<file path="src/rtl/cmd_responder_pkg.sv">
package cmd_responder_pkg;
  localparam logic [7:0] KIND_PERIPH = 8'h00;
  localparam logic [7:0] KIND_CTRL   = 8'h01;
  localparam logic [7:0] POLL_TAG    = 8'h40;

  localparam logic [7:0] OP_AUTOPOLL = 8'h01;
  localparam logic [7:0] OP_GET_TIME = 8'h03;
  localparam logic [7:0] OP_SET_TIME = 8'h09;
  localparam logic [7:0] OP_PWR_DOWN = 8'h0A;
  localparam logic [7:0] OP_SYS_RST  = 8'h11;
  localparam logic [7:0] OP_ACK_A    = 8'h13;
  localparam logic [7:0] OP_ACK_B    = 8'h14;
  localparam logic [7:0] OP_ACK_C    = 8'h19;
  localparam logic [7:0] OP_ACK_D    = 8'h21;

  typedef enum logic [1:0] {ACT_NONE, ACT_OFF, ACT_RST} act_e;
endpackage

</file>
<file path="src/rtl/pkt_capture.sv">
module pkt_capture #(
  parameter int CAP = 6,
  localparam int LW = $clog2(CAP + 2)
) (
  input  logic                  clk_i,
  input  logic                  rst_ni,
  input  logic                  acc_i,
  input  logic [7:0]            data_i,
  input  logic                  last_i,
  output logic [CAP-1:0][7:0]   hdr_o,
  output logic [LW-1:0]         len_o,
  output logic                  done_o
);
  localparam logic [LW-1:0] SAT = LW'(CAP + 1);
  logic [LW-1:0] idx_q, idx_inc;

  assign idx_inc = (idx_q == SAT) ? SAT : idx_q + 1'b1;

  always_ff @(posedge clk_i or negedge rst_ni) begin
    if (!rst_ni) begin
      idx_q  <= '0;
      len_o  <= '0;
      done_o <= 1'b0;
      hdr_o  <= '0;
    end else begin
      done_o <= acc_i && last_i;
      if (acc_i) begin
        if (idx_q < LW'(CAP)) hdr_o[idx_q[$clog2(CAP)-1:0]] <= data_i;
        idx_q <= last_i ? '0 : idx_inc;
        if (last_i) len_o <= idx_inc;
      end
    end
  end
endmodule

</file>
<file path="src/rtl/sec_counter.sv">
module sec_counter #(
  parameter int          W    = 32,
  parameter logic [W-1:0] INIT = '0
) (
  input  logic         clk_i,
  input  logic         rst_ni,
  input  logic         tick_i,
  input  logic         set_i,
  input  logic [W-1:0] set_val_i,
  output logic [W-1:0] sec_o
);
  always_ff @(posedge clk_i or negedge rst_ni) begin
    if (!rst_ni)     sec_o <= INIT;
    else if (set_i)  sec_o <= set_val_i;
    else if (tick_i) sec_o <= sec_o + 1'b1;
  end
endmodule

</file>
<file path="src/rtl/poll_timer.sv">
module poll_timer #(
  parameter int DIV = 2500000,
  localparam int CW = (DIV > 1) ? $clog2(DIV) : 1
) (
  input  logic clk_i,
  input  logic rst_ni,
  input  logic en_i,
  output logic pulse_o
);
  logic [CW-1:0] cnt_q;

  always_ff @(posedge clk_i or negedge rst_ni) begin
    if (!rst_ni) begin
      cnt_q   <= '0;
      pulse_o <= 1'b0;
    end else if (!en_i) begin
      cnt_q   <= '0;
      pulse_o <= 1'b0;
    end else if (cnt_q == CW'(DIV - 1)) begin
      cnt_q   <= '0;
      pulse_o <= 1'b1;
    end else begin
      cnt_q   <= cnt_q + 1'b1;
      pulse_o <= 1'b0;
    end
  end
endmodule

</file>
<file path="src/rtl/cmd_responder.sv">
module cmd_responder
  import cmd_responder_pkg::*;
#(
  parameter int          CLK_HZ     = 125000000,
  parameter int          POLL_HZ    = 50,
  parameter int          POLL_BYTES = 2,
  parameter logic [31:0] RTC_INIT   = 32'h0
) (
  input  logic                    clk_i,
  input  logic                    rst_ni,
  input  logic                    cmd_valid_i,
  input  logic [7:0]              cmd_data_i,
  input  logic                    cmd_last_i,
  output logic                    cmd_ready_o,
  output logic                    rsp_valid_o,
  output logic [7:0]              rsp_data_o,
  output logic                    rsp_last_o,
  input  logic                    rsp_ready_i,
  input  logic                    tick_1s_i,
  output logic                    poll_req_o,
  input  logic                    poll_valid_i,
  input  logic [8*POLL_BYTES-1:0] poll_data_i,
  output logic                    poll_ready_o,
  output logic                    autopoll_o,
  output logic                    shutdown_req_o,
  output logic                    reset_req_o
);
  localparam int CAP  = 6;
  localparam int LW   = $clog2(CAP + 2);
  localparam int RBUF = (POLL_BYTES + 2 > 7) ? POLL_BYTES + 2 : 7;
  localparam int RW   = $clog2(RBUF + 1);
  localparam int IW   = $clog2(RBUF);
  localparam int DIV  = CLK_HZ / POLL_HZ;

  logic [CAP-1:0][7:0] hdr;
  logic [LW-1:0]       cap_len;
  logic                cap_done;
  logic [31:0]         sec;

  logic [RBUF-1:0][7:0] rbuf_q, d_buf;
  logic [RW-1:0]        rlen_q, d_len;
  logic [IW-1:0]        ridx_q;
  act_e                 act_q, d_act;
  logic                 d_set, d_ap_wr, busy, rsp_hs;

  assign busy         = (rlen_q != '0);
  assign cmd_ready_o  = !busy && !cap_done;
  assign poll_ready_o = !busy && !cap_done;
  assign rsp_valid_o  = busy;
  assign rsp_data_o   = rbuf_q[ridx_q];
  assign rsp_last_o   = busy && (RW'(ridx_q) == rlen_q - 1'b1);
  assign rsp_hs       = rsp_valid_o && rsp_ready_i;

  pkt_capture #(.CAP(CAP)) u_cap (
    .clk_i, .rst_ni,
    .acc_i (cmd_valid_i && cmd_ready_o),
    .data_i(cmd_data_i),
    .last_i(cmd_last_i),
    .hdr_o (hdr),
    .len_o (cap_len),
    .done_o(cap_done)
  );

  sec_counter #(.W(32), .INIT(RTC_INIT)) u_sec (
    .clk_i, .rst_ni,
    .tick_i   (tick_1s_i),
    .set_i    (d_set),
    .set_val_i({hdr[2], hdr[3], hdr[4], hdr[5]}),
    .sec_o    (sec)
  );

  poll_timer #(.DIV(DIV)) u_poll (
    .clk_i, .rst_ni,
    .en_i   (autopoll_o),
    .pulse_o(poll_req_o)
  );

  always_comb begin
    d_len   = '0;
    d_buf   = '0;
    d_act   = ACT_NONE;
    d_set   = 1'b0;
    d_ap_wr = 1'b0;
    if (cap_done) begin
      if (hdr[0] == KIND_CTRL && cap_len >= LW'(2)) begin
        d_buf[0] = KIND_CTRL;
        case (hdr[1])
          OP_AUTOPOLL: if (cap_len >= LW'(3)) begin
            d_len    = RW'(2);
            d_buf[1] = hdr[2];
            d_ap_wr  = 1'b1;
          end
          OP_SET_TIME: if (cap_len >= LW'(6)) begin
            d_len = RW'(3);
            d_set = 1'b1;
          end
          OP_GET_TIME: begin
            d_len    = RW'(7);
            d_buf[3] = sec[31:24];
            d_buf[4] = sec[23:16];
            d_buf[5] = sec[15:8];
            d_buf[6] = sec[7:0];
          end
          OP_ACK_A, OP_ACK_B, OP_ACK_C, OP_ACK_D: d_len = RW'(2);
          OP_PWR_DOWN: begin d_len = RW'(2); d_act = ACT_OFF; end
          OP_SYS_RST:  begin d_len = RW'(2); d_act = ACT_RST; end
          default: d_len = '0;
        endcase
      end
    end else if (poll_valid_i && poll_ready_o) begin
      d_len    = RW'(POLL_BYTES + 2);
      d_buf[0] = KIND_PERIPH;
      d_buf[1] = POLL_TAG;
      for (int i = 0; i < POLL_BYTES; i++)
        d_buf[2+i] = poll_data_i[8*(POLL_BYTES-1-i) +: 8];
    end
  end

  always_ff @(posedge clk_i or negedge rst_ni) begin
    if (!rst_ni) begin
      rbuf_q         <= '0;
      rlen_q         <= '0;
      ridx_q         <= '0;
      act_q          <= ACT_NONE;
      autopoll_o     <= 1'b0;
      shutdown_req_o <= 1'b0;
      reset_req_o    <= 1'b0;
    end else begin
      shutdown_req_o <= 1'b0;
      reset_req_o    <= 1'b0;
      if (d_ap_wr) autopoll_o <= (hdr[2] != 8'h00);
      if (d_len != '0) begin
        rbuf_q <= d_buf;
        rlen_q <= d_len;
        ridx_q <= '0;
        act_q  <= d_act;
      end else if (rsp_hs) begin
        if (rsp_last_o) begin
          rlen_q         <= '0;
          shutdown_req_o <= (act_q == ACT_OFF);
          reset_req_o    <= (act_q == ACT_RST);
        end else begin
          ridx_q <= ridx_q + 1'b1;
        end
      end
    end
  end
endmodule


</file>
<file path="config.mk">
export PLATFORM = sky130hd
export DESIGN_NAME = cmd_responder
export DESIGN_NICKNAME = d
export VERILOG_FILES = /design/src/rtl/cmd_responder_pkg.sv /design/src/rtl/pkt_capture.sv /design/src/rtl/sec_counter.sv /design/src/rtl/poll_timer.sv /design/src/rtl/cmd_responder.sv
export SDC_FILE = /design/constraint.sdc
export NUM_CORES = 1
export LEC_CHECK = 0
export BUFFER_PORTS_ARGS = -buffer_cell sky130_fd_sc_hd__buf_4
export CORE_MARGIN = 2
export CORE_UTILIZATION = 50
export CTS_BUF_LIST = sky130_fd_sc_hd__clkbuf_8
export CTS_CLUSTER_DIAMETER = 150
export CTS_CLUSTER_SIZE = 14
export DETAILED_ROUTE_END_ITERATION = 7
export PLACE_DENSITY = 0.78
export SLEW_MARGIN = 20
export SYNTH_ARGS = -nofsm -noshare
export SYNTH_HDL_FRONTEND = slang
export SYNTH_SLANG_ARGS = --single-unit
</file>
<file path="constraint.sdc">
create_clock -name clk_i -period 2.3 [get_ports clk_i]
set_input_delay 0.115 -clock clk_i [delete_from_list [all_inputs] [get_ports clk_i]]
set_output_delay 0.115 -clock clk_i [all_outputs]
set_load 0.01 [all_outputs]
</file>
# After elaboration in Yosys (flattened, before gate mapping)
# Index checks and enable logic that the tools add are counted.
classes:
  reduce_logical: 21
  n_lt_le_gt_ge: 7
  mux: 52
  addsub: 5
  n_eq_ne: 16
op_table:
  columns: ["cell", "count"]
  rows:
  - ["32-bit 2-to-1 mux", 5]
  - ["48-bit bitwise mux", 1]
  - ["8-bit 2-to-1 mux", 6]
  - ["22-bit 2-to-1 mux", 2]
  - ["3-bit 2-to-1 mux", 11]
  - ["32-bit by 1-bit adder with 32-bit output, second input constant", 1]
  - ["8-bit by 5-bit == test with 1-bit output, second input constant", 4]
  - ["16-bit 2-to-1 mux", 2]
  - ["8-bit binary-select mux with 3-bit select", 1]
  - ["8-bit demux with 3-bit select", 1]
  - ["24-bit 2-to-1 mux", 1]
  - ["22-bit by 1-bit adder with 22-bit output, second input constant", 1]
  - ["22-bit == test, second input constant", 1]
  - ["8-bit by 1-bit == test with 1-bit output, second input constant", 2]
  - ["8-bit by 4-bit == test with 1-bit output, second input constant", 2]
  - ["1-bit 2-to-1 mux", 16]
  - ["3-bit case mux with 4 select lines", 1]
  - ["8-bit by 2-bit == test with 1-bit output, second input constant", 1]
  - ["8-bit by 6-bit == test with 1-bit output, second input constant", 1]
  - ["1-bit logical AND", 8]
  - ["3-bit by 4-bit < comparator with 1-bit output, second input constant", 2]
  - ["2-bit 2-to-1 mux", 4]
  - ["2-bit AND reduction", 4]
  - ["8-bit nonzero test", 1]
  - ["16 further kinds", 22]
word_totals:
  word_cells: 126
  out_inout_bits: 16
  input_bits: 31
  regBits: 177

# Logic depth before layout (Yosys ltp)
depth:
  depth_word: 9
  mapped_depth: 9
  depth_no_buf: 8

# Cells and area by module
# Synthesis repeated with hierarchy kept, for this count alone.
unflattened:
  hier_cells: 754
  hier_area_um2: 8339.2
by_module_without_submodules:
  columns: ["mod", "area_each_um2", "instances", "seq_area_each_um2", "cells_each"]
  rows:
  - ["cmd_responder", 3030.4, 1, 1501.4, 276]
  - ["pkt_capture", 2145.8, 1, 1376.3, 134]
  - ["sec_counter", 1966.9, 1, 800.8, 219]
  - ["poll_timer", 1196.1, 1, 575.6, 125]

# Least setup slack after synthesis
# Ideal clock, no wire load.
synth_timing:
  path_type: "register to register"
  from: "reg rlen_q[0]"
  to: "reg u_cap.hdr_o[40] (netlist bit)"
  path_buffers: 1
  setup_ns: 0.125
  period_less_slack_ns: 2.185
  arrival_time_ns: 2.060
  setup_slack_ns: 0.115
  path_stages_with_launch: 9
  required_ns: 2.175
  cell_sequence: "dfrtp_1 inv_1 ha_1 ha_1 nor2b_1 and2_1 and3_1 clkbuf_1 mux2_2"
synth_between:
  elab_chain_len: 5
synth_rtl:
  columns: ["element", "line", "source"]
  rows:
  - ["start: declaration", "cmd_responder.sv:41", "logic [RW-1:0] rlen_q, d_len;"]
  - ["start signal: assignment", "cmd_responder.sv:134", "rlen_q <= d_len;"]
  - ["3-bit nonzero test", "cmd_responder.sv:46", "assign busy = (rlen_q != '0);"]
  - ["1-bit logical NOT", "cmd_responder.sv:47", "assign cmd_ready_o = !busy && !cap_done;"]
  - ["1-bit logical AND", "cmd_responder.sv:47", null]
  - ["net cmd_ready_o", "cmd_responder.sv:14", "output logic cmd_ready_o,"]
  - ["1-bit logical AND", "cmd_responder.sv:56", ".acc_i (cmd_valid_i && cmd_ready_o),"]
  - ["2-bit AND reduction (no line)", null, null]
  - ["end signal: indexed assignment", "pkt_capture.sv:28", "if (idx_q < LW'(CAP)) hdr_o[idx_q[$clog2(CAP)-1:0]] <= data_i;"]
  - ["end: declaration", "pkt_capture.sv:10", "output logic [CAP-1:0][7:0] hdr_o,"]
# The timed path passes the listed nets, and every way through them passes these cells.
# A chain may end at the register's enable or synchronous reset.

# Final worst setup path
layout_timing:
  from: "reg rlen_q[0]"
  to: "reg rbuf_q[25] (netlist bit)"
layout_between:
  elab_chain_len: 7
  elab_cells_between_ends: 9
  cone_classes: "4 x mux; 5 x reduce/logical"
layout_rtl:
  columns: ["element", "line", "source"]
  rows:
  - ["3-bit nonzero test (*)", "cmd_responder.sv:46", null]
  - ["1-bit logical NOT (*)", "cmd_responder.sv:48", "assign poll_ready_o = !busy && !cap_done;"]
  - ["1-bit logical AND (*)", "cmd_responder.sv:48", null]
  - ["1-bit logical AND (*)", "cmd_responder.sv:110", "end else if (poll_valid_i && poll_ready_o) begin"]
  - ["3-bit 2-to-1 mux", "cmd_responder.sv:110", null]
  - ["3-bit 2-to-1 mux", "cmd_responder.sv:84", "if (cap_done) begin"]
  - ["3-bit nonzero test", "cmd_responder.sv:132", "if (d_len != '0) begin"]
  - ["end signal: assignment", "cmd_responder.sv:133", "rbuf_q <= d_buf;"]
  - ["end: declaration", "cmd_responder.sv:40", "logic [RBUF-1:0][7:0] rbuf_q, d_buf;"]
# Mark *: on every way between the ends. The rest lies on a longest branch, timed or not.

==> reports/results.tsv <==
stage	metric	value	unit
power	p_leak	0.00411	uW
yosys	synth_edf_count	0	
power	swShare	35.3	%
finish	layout_common_cells	dfrtp_1, nand2_1, o21ai_0, buf_4, mux2_2	
outcome	outcome	finished, final reports clean	
yosys	yosysWarnings	0	
critical_path	crit_required	2680	ps
clock_network	cts-root-buf	clkbuf_8	
grt	grt_max_degree	65	
power	pwr-share-seq	49.8	%
grt	grt_pass1_wl	29800	um
place	finalWeightedCongestion	0.840	
floorplan	core_area	0.0158	mm^2
detailed_routing	drtAntennaViolNets	0	
yosys	synth_fp_nets	831	
clock_network	clkSlewWorstSetupHoldPaths	90	ps
critical_path	worstPathArrival	2660	ps
power	switchingPower	3180	uW
detailed_routing	vias	6136	
critical_path	max_stage_delay	380	ps
timing	drv_slew	0	
floorplan	fp.dieH	131	um
clock_network	cts_buffers	17	
timing	fin_crit	2280	ps
clock_network	cts_buffer_depth	2	
timing	period_share	99.0	%
floorplan	die_w	131	um
detailed_routing	drtPass1Iterations	5	
finish	diodes	0	
timing	tightest_slew	631	ps
clock_network	cts-htree-levels	4	
critical_path	worstPathCellList	inv_1, ha_1, ha_1, nor2b_2, buf_4, and2_1, a21oi_4, buf_12, clkbuf_16, nand2_1, o21ai_0	
floorplan	die_area	0.0172	mm^2
finish	nNetsFinal	914	
yosys	synth_area_per_cell	10.2	um^2
critical_path	cp_slowest_cell	dfrtp_1	
critical_path	crit_type	flip-flop to flip-flop	
yosys	yosysUniqueCellTypes	48	
grt	grt-ovfl-total	0	
yosys	syn-instance-count	794	
yosys	seq_area_frac_synth	52.7	%
yosys	synth_ff_type	dfrtp_1	
timing	hold_violations	0	
timing	fmax	439	MHz
detailed_routing	routed_via_density	5.55	
yosys	async_flop_share	100	%
clock_network	clk_latency	480	ps
floorplan	io_pins	47	
timing	relSlewSlack	57.6	%
detailed_routing	drc_errors	0	
critical_path	crit_top_cell	ha_1	
power	p_clk_share	23.0	%
yosys	synth_area	0.00807	mm^2
finish	final_util	60.5	%
power	ir_drop	0.468	mV
finish	final_common_cell	dfrtp_1	
finish	area_delta_synth_final	18.5	%
detailed_routing	totalWireLength	18600	um
critical_path	critPathMaxFanout	26	
timing	holdWs	46.7	ps
floorplan	std_cell_rows	46	
clock_network	clock-sinks	170	
critical_path	reg2reg_slack	20	ps
grt	antenna_found_initial	0	
critical_path	start_kind	flip-flop	
finish	multi_input_area	0.00366	mm^2
grt	grt_usage	22.6	%
power	power_frac_comb	27.3	%
min_path	hold_class	primary input to flip-flop	
clock_network	tritoncts	done	
timing	setup_viol	0	
place	io_buffers	46	
timing	skew	12.9	ps
finish	drive_gt1_share	20.6	%
job	drv_cap	0	
finish	fill_cells	1305	
detailed_routing	wl_per_cell	16.8	um
floorplan	initial_core_util	51.0	%
power	power_density	939	mW/mm^2
place	dpl.hpwl	12300	um
finish	seq_area	0.00426	mm^2
grt	first_global_vias	5781	
critical_path	crit_path_end_kind	flip-flop	
power	internal-power	5810	uW
detailed_routing	drt_iter0_markers	602	
yosys	ys_ff_latch	170	
-- per-layer routing --
metal,GRT usage [%],part of all wire (%),up-vias
met5,0,0,-
met4,6.70,1.7,0
met3,5.03,4.4,27
met2,33.6,46,160
met1,33.4,48,3014
li1,-,-,2935
-- cell type report --
type	count	share of cell area, %
Tap cell	216	2.82
Clock inverter	14	1.44
Clock buffer	18	2.59
Multi-Input combinational cell	578	38.2
Inverter	8	0.314
Sequential cell	170	44.5
Timing Repair Buffer	102	10.1
-- power groups by stage --
stage	logic, uW	registers [uW]	clock network (uW)
floorplan	1700	4160	0
global placement	2180	4450	0
detailed placement	2250	4480	0
CTS	2310	4430	2100
global route	2710	4580	2240
finish	2450	4470	2070
-- synth_stat cells (all sizes together) (2+ instances only) --
library cell | instances | area [um^2]
dfrtp | 170 | 4250
nand2 | 151 | 567
o21ai | 87 | 435
mux2 | 55 | 619
nor2 | 46 | 173
xor2 | 41 | 359
nand3 | 30 | 150
a21oi | 22 | 110
buf | 22 | 123
nand4 | 17 | 106
clkbuf | 16 | 65.1
xnor2 | 16 | 140
nor4 | 13 | 124
mux2i | 12 | 120
and3 | 10 | 62.6
a22oi | 8 | 60.1
inv | 8 | 30.0
nor3 | 8 | 40.0
a221oi | 7 | 61.3
nor2b | 7 | 43.8
ha | 6 | 75.1
nand2b | 5 | 31.3
nor4b | 5 | 50.0
and2 | 4 | 25.0
and4 | 4 | 35.0
nand3b | 3 | 22.5
o31ai | 3 | 22.5
a31oi | 2 | 12.5
nand4b | 2 | 17.5
or4b | 2 | 20.0
-- critical path, delay by kind of cell, from the launching register on --
family                   cells  cell delay [ps]
buffers and inverters        4              530
AND/OR/NAND/NOR              3              470
adder cells (fa/ha/maj)      2              430
flip-flops                   1              380
AO/OA/AOI/OAI                2              360
-- registers in the layout, summed over array words and instances (netlist names) --
signal	count
u_poll.pulse_o	1
rlen_q	3
u_poll.cnt_q	22
act_q	2
reset_req_o	1
u_cap.hdr_o	48
u_cap.idx_q	3
u_sec.sec_o	32
u_cap.len_o	3
rbuf_q	49
shutdown_req_o	1
ridx_q	3
autopoll_o	1
u_cap.done_o	1
-- final timing paths --
path	startpoint	endpoint	cells after the start
worst min register to register	u_poll.cnt_q[0]	u_poll.cnt_q[0]	1
min in group asynchronous	rst_ni	ridx_q[2]	2
worst min-delay path	rsp_ready_i	reset_req_o	3
max in group asynchronous	rst_ni	u_cap.hdr_o[43]	3
worst max-delay path	rlen_q[0]	rbuf_q[25]	11
worst max register to register	rlen_q[0]	rbuf_q[25]	11
-- repair_timing --
item,in CTS,in global routing
resized for setup,2,10
hold buffers,29,0
cloned,0,3
setup endpoints to repair,15,85
hold endpoints to repair,128,0
setup buffers,1,3
pin swaps,1,1
-- through the flow --
step	setup TNS (ps)	cells	area (um^2)	power (uW)	worst slack, ps
final	0	1106	9570	8990	22.3
after global routing	-313	1106	9570	9530	-91.8
after CTS	0	1100	9440	8850	36.7
after detailed placement	0	1038	8750	6730	0.420
after global placement	0	1038	8750	6630	86.3
after floorplan	0	794	8070	5860	115
-- cell families after synthesis --
family	Yosys count	share of synthesized area (%)
flops	170	52.7
xor+xnor	57	6.18
simple gates	311	18.6
fa+ha+maj	6	0.930
mux	68	9.44
buf+inv	46	2.70
compound gates	136	9.42
Power figures use the tool's default switching activity.
